`src/rtl/pfx_dec_pkg.sv`:
```
package pfx_dec_pkg;

    typedef enum logic [1:0] {
        ST_IDLE   = 2'd0,
        ST_PREFIX = 2'd1,
        ST_EMIT   = 2'd2
    } dec_state_e;

    typedef enum logic [1:0] {
        STEP_POS  = 2'd0,
        STEP_NEG  = 2'd1,
        STEP_DONE = 2'd2
    } step_kind_e;

    localparam int          NIB_W       = 4;
    localparam int          COMP_W      = 2 * NIB_W;
    localparam logic [3:0]  FN_POS_PFX  = 4'h2;
    localparam logic [3:0]  FN_NEG_PFX  = 4'h6;
    localparam logic [3:0]  FN_OPERATE  = 4'hF;

endpackage

```
`src/rtl/pfx_operand_step.sv`:
```
module pfx_operand_step
    import pfx_dec_pkg::*;
#(
    parameter int WORD_W = 32
) (
    input  logic [WORD_W-1:0] acc,
    input  logic [COMP_W-1:0] comp_byte,
    output step_kind_e        kind,
    output logic [WORD_W-1:0] loaded,
    output logic [WORD_W-1:0] next_acc
);

    logic [NIB_W-1:0] func;
    logic [NIB_W-1:0] nib;

    assign func   = comp_byte[COMP_W-1:NIB_W];
    assign nib    = comp_byte[NIB_W-1:0];
    assign loaded = {acc[WORD_W-1:NIB_W], nib};

    always_comb begin
        unique case (func)
            FN_POS_PFX: begin
                kind     = STEP_POS;
                next_acc = loaded << NIB_W;
            end
            FN_NEG_PFX: begin
                kind     = STEP_NEG;
                next_acc = (~loaded) << NIB_W;
            end
            default: begin
                kind     = STEP_DONE;
                next_acc = '0;
            end
        endcase
    end

endmodule

```
`src/rtl/pfx_count_sat.sv`:
```
module pfx_count_sat #(
    parameter int CNT_MAX = 8,
    parameter int CNT_W   = $clog2(CNT_MAX + 1)
) (
    input  logic             clk,
    input  logic             rst_n,
    input  logic             clear,
    input  logic             inc,
    output logic [CNT_W-1:0] count
);

    localparam logic [CNT_W-1:0] LIMIT = CNT_W'(CNT_MAX);

    always_ff @(posedge clk or negedge rst_n) begin
        if (!rst_n) begin
            count <= '0;
        end else if (clear) begin
            count <= '0;
        end else if (inc && (count != LIMIT)) begin
            count <= count + 1'b1;
        end
    end

endmodule

```
`src/rtl/pfx_decoder.sv`:
```
module pfx_decoder
    import pfx_dec_pkg::*;
#(
    parameter  int WORD_W  = 32,
    parameter  int CNT_MAX = 8,
    localparam int CNT_W   = $clog2(CNT_MAX + 1)
) (
    input  logic              clk,
    input  logic              rst_n,
    input  logic              in_valid,
    output logic              in_ready,
    input  logic [7:0]        in_byte,
    output logic              out_valid,
    output logic              out_is_opr,
    output logic [3:0]        out_func,
    output logic [WORD_W-1:0] out_operand,
    output logic [CNT_W-1:0]  out_prefix_cnt
);

    dec_state_e        state_q, state_d;
    logic [WORD_W-1:0] acc_q;
    logic [WORD_W-1:0] step_loaded;
    logic [WORD_W-1:0] step_next;
    step_kind_e        step_kind;
    logic              accept;
    logic              completes;
    logic [CNT_W-1:0]  pfx_cnt;

    assign in_ready  = (state_q != ST_EMIT);
    assign accept    = in_valid && in_ready;
    assign completes = accept && (step_kind == STEP_DONE);

    pfx_operand_step #(.WORD_W(WORD_W)) u_step (
        .acc       (acc_q),
        .comp_byte (in_byte),
        .kind      (step_kind),
        .loaded    (step_loaded),
        .next_acc  (step_next)
    );

    pfx_count_sat #(.CNT_MAX(CNT_MAX), .CNT_W(CNT_W)) u_count (
        .clk   (clk),
        .rst_n (rst_n),
        .clear (completes),
        .inc   (accept && (step_kind != STEP_DONE)),
        .count (pfx_cnt)
    );

    // Next-state logic
    always_comb begin
        state_d = state_q;
        unique case (state_q)
            ST_IDLE, ST_PREFIX: begin
                if (accept) begin
                    state_d = (step_kind == STEP_DONE) ? ST_EMIT : ST_PREFIX;
                end
            end
            ST_EMIT: state_d = ST_IDLE;
            default: state_d = ST_IDLE;
        endcase
    end

    // State register and operand accumulator
    always_ff @(posedge clk or negedge rst_n) begin
        if (!rst_n) begin
            state_q <= ST_IDLE;
            acc_q   <= '0;
        end else begin
            state_q <= state_d;
            if (accept) begin
                acc_q <= completes ? '0 : step_next;
            end
        end
    end

    // Output record
    always_ff @(posedge clk or negedge rst_n) begin
        if (!rst_n) begin
            out_valid      <= 1'b0;
            out_is_opr     <= 1'b0;
            out_func       <= '0;
            out_operand    <= '0;
            out_prefix_cnt <= '0;
        end else begin
            out_valid <= completes;
            if (completes) begin
                out_func       <= in_byte[7:4];
                out_is_opr     <= (in_byte[7:4] == FN_OPERATE);
                out_operand    <= step_loaded;
                out_prefix_cnt <= pfx_cnt;
            end
        end
    end

endmodule

```
`config.mk`:
```
export PLATFORM = sky130hd
export DESIGN_NAME = pfx_decoder
export DESIGN_NICKNAME = d
export VERILOG_FILES = /design/src/rtl/pfx_dec_pkg.sv /design/src/rtl/pfx_operand_step.sv /design/src/rtl/pfx_count_sat.sv /design/src/rtl/pfx_decoder.sv
export SDC_FILE = /design/constraint.sdc
export NUM_CORES = 1
export LEC_CHECK = 0
export BUFFER_PORTS_ARGS = -buffer_cell sky130_fd_sc_hd__buf_2
export CAP_MARGIN = 40
export CORE_MARGIN = 2
export CORE_UTILIZATION = 30
export CTS_BUF_LIST = sky130_fd_sc_hd__clkbuf_16
export CTS_CLUSTER_SIZE = 28
export DETAILED_ROUTE_END_ITERATION = 8
export PLACE_DENSITY = 0.45
export SETUP_SLACK_MARGIN = 0.05
export SYNTH_ARGS = -nofsm -noshare
export SYNTH_HDL_FRONTEND = slang
export SYNTH_SLANG_ARGS = --single-unit
```
`constraint.sdc`:
```
create_clock -name clk -period 2.1 [get_ports clk]
set_clock_uncertainty 0.2 [all_clocks]
set_input_delay 0.42 -clock clk [delete_from_list [all_inputs] [get_ports clk]]
set_output_delay 0.42 -clock clk [all_outputs]
set_load 0.01 [all_outputs]
```
==> metrics <==
leak pwr around 1.9 nW; Worst Setup End Kind output pin; RePlAce Congestion 0.674; I/O pins 54; largest cells by area after synthesis dfrtp_1 (60%), mux2_1 (8.9%), o2bb2ai_1 (8.0%), xnor2_1 (7.7%), mux2_2 (4.6%); Die Y 107 um; Main synth FF type dfrtp_1; H-tree levels 3; Clk pwr share ~40%; All-Layer GR Usage approximately an eighth; Routed Antenna Nets 0; clock root cell clkbuf_16; clock-pin slew on the worst setup and hold paths roughly 0.06 ns; Seq pwr share between 40 and 50%; cell area after synthesis approximately 3200 um^2; EDFF count, synth 0; grt ovf 0; max-slew violations 0; internal power ~2.6 mW; via count 1937; PostCTS Resize Cnt 0; startpoint types flop; sw power ~0.93 mW; R2R Setup Slk 0.32 ns; RSZ-0062 raised after global routing false; Sw Ratio a little over a quarter; n_diodes 0; Tmin final 1.87 ns; initial antenna violation count 0; final wirelength approximately 6.2 mm; synth unique cells 30; crit-path max FO 8; combinational share of power between 10% and 20%; critical path type reg2out; worst vdd ir between 0.0003 and 0.0004 V; core area approximately 10000 um^2; Post-Route Utilization a little under two fifths; FF+latch count, synth 76; hpwl dp 3.90 mm; Cells after Synth 220; syn avg cell area between 10 and 15 um^2; first-pass iteration count of the detailed router 4; row count 37; drt drc 0; Mapped Nets around 230; drt initial violations between 50 and 60; Async S/R FF share, synth 100%; final-stage net count 292; Clk Latency, worst-skew pair roughly 0.33 ns; area share of the leading cell type in the synthesized netlist about three fifths; Max Buffers Root-to-Sink 2; initial cell density of the core a little under a third; Final Setup Violations 0; CTS tree done; share of layout cells above drive strength 1 33.1%; CTS hold repair buffers 1; post-DR vias/cell 4.61; area grow syn2layout 24.1%; routed len/inst approximately 15 um; Hold Crit Class in2reg; Crit path arrival time 1.25 ns; Hold Violations, Final 0; Max-Cap Viols 0; largest net degree at the start of global routing 77; Buffers on Ports between 50 and 60; Seq/Total Area, Yosys 60.1%; status complete, no violations; critical path required time 1.48 ns; Die W 107 um; Slew HR a little under three quarters; first-pass GRT wire length 10.6 mm; yosys warns 0; number of global-route vias before repair approximately 2000; total setup buffers inserted after CTS 0; Tcrit/Tclk final approximately 89%; die area ~11000 um^2; fmax approximately 530 MHz; Clock Sinks 76; leading area contributor after synthesis dfrtp_1; pwr dens about 900 nW/um^2; post-route setup TNS 0 ns; cts bufs inserted 9; Worst Tran Pin Value between 0.4 and 0.5 ns
==> through the flow <==
| step | total power [mW] | hold slack, ns | cells | worst slack (ns) | instance area, um^2 |
|---|---|---|---|---|---|
| CTS | 3.61 | 0.122 | 420 | 0.196 | 3930 |
| global placement | 2.18 | 0.242 | 403 | 0.111 | 3650 |
| detailed placement | 2.18 | 0.243 | 403 | 0.0909 | 3650 |
| finish | 3.54 | 0.126 | 420 | 0.227 | 3930 |
| global route | 3.72 | 0.135 | 420 | 0.0955 | 3930 |
| floorplan | 1.97 | -0.0756 | 220 | 0.342 | 3170 |
==> sequential cells by signal, indices dropped and copies added, names as in the netlist <==
name,cells
acc_q,28
out_operand,32
out_func,4
out_valid,1
out_is_opr,1
u_count.count,4
out_prefix_cnt,4
state_q,2
==> final timing paths <==
kind                                              from                          end  cells after the start
max in group asynchronous                        rst_n        acc_q[26]$_DFFE_PN0P_                      3
worst max-delay path            state_q[1]$_DFFE_PN0P_                     in_ready                      3
worst min-delay path                        in_byte[1]   out_operand[1]$_DFFE_PN0N_                      2
min in group asynchronous                        rst_n   out_operand[8]$_DFFE_PN0N_                      3
worst min register to register  state_q[1]$_DFFE_PN0P_       state_q[0]$_DFFE_PN0P_                      1
worst max register to register  state_q[1]$_DFFE_PN0P_  out_operand[28]$_DFFE_PN0N_                      5
==> routing by layer <==
metal  GRT usage, %  up-vias  share of wire (%)
li1               -      911                  -
met1           17.5      975                 51
met5              0        -                  0
met2           16.2       42                 43
met3           3.47        9                4.4
met4           6.12        0                2.2
==> power groups by stage <==
| stage | Combinational, mW | Sequential (mW) | Clock, mW |
|---|---|---|---|
| after CTS | 0.499 | 1.66 | 1.44 |
| final | 0.485 | 1.66 | 1.40 |
| after detailed placement | 0.495 | 1.69 | 0 |
| after floorplan | 0.250 | 1.72 | 0 |
| after global placement | 0.493 | 1.69 | 0 |
| after global routing | 0.539 | 1.68 | 1.51 |
==> kinds of logic (layout without fill, tap and decap cells) <==
logic type / count (synthesis) / in the layout / share of synthesized area [%]
flops: 76 / 76 / 60.1
mux: 40 / 40 / 14.2
compound gates: 38 / 38 / 10.2
xor+xnor: 28 / 28 / 7.75
buf+inv: 22 / 86 / 3.87
simple gates: 14 / 14 / 3.16
fa+ha+maj: 2 / 2 / 0.790
==> synth_stat cells, drive strengths merged, types with 2 or more instances <==
cell and n:
o2bb2ai 29, buf 12, nand3 4, mux2 38, nor2 2, o21ai 2, clkbuf 3, ha 2
mux2i 2, xnor2 28, dfrtp 76, nand4 2, inv 7
==> layout by cell type (no fill, tap or decap), types with 2 or more instances in the layout <==
cell type	instances
buf_12	6
buf_2	52
buf_4	4
clkbuf_16	9
clkinv_2	2
clkinvlp_4	4
dfrtp_1	76
ha_1	2
inv_1	6
mux2_1	25
mux2_2	13
mux2i_1	2
nand3_1	3
nand4_1	2
nor2_1	2
o21ai_0	2
o2bb2ai_1	29
xnor2_1	28
==> critical path, cell delays in order (launching register included) <==
cell and delay, ns:
dfrtp_1 0.36, nor2b_1 0.25, inv_2 0.14, buf_2 0.17
==> cell type report <==
cell class              count  area (um^2)
flip-flops and latches     76         1900
multi-input cells         122         1140
fillers                  1037         6350
clock buffers               9          225
clock inverters             7         43.8
well taps                 136          170
inverters                   7         26.3
repair buffers             63          420
(Power assumes the default switching activity.)
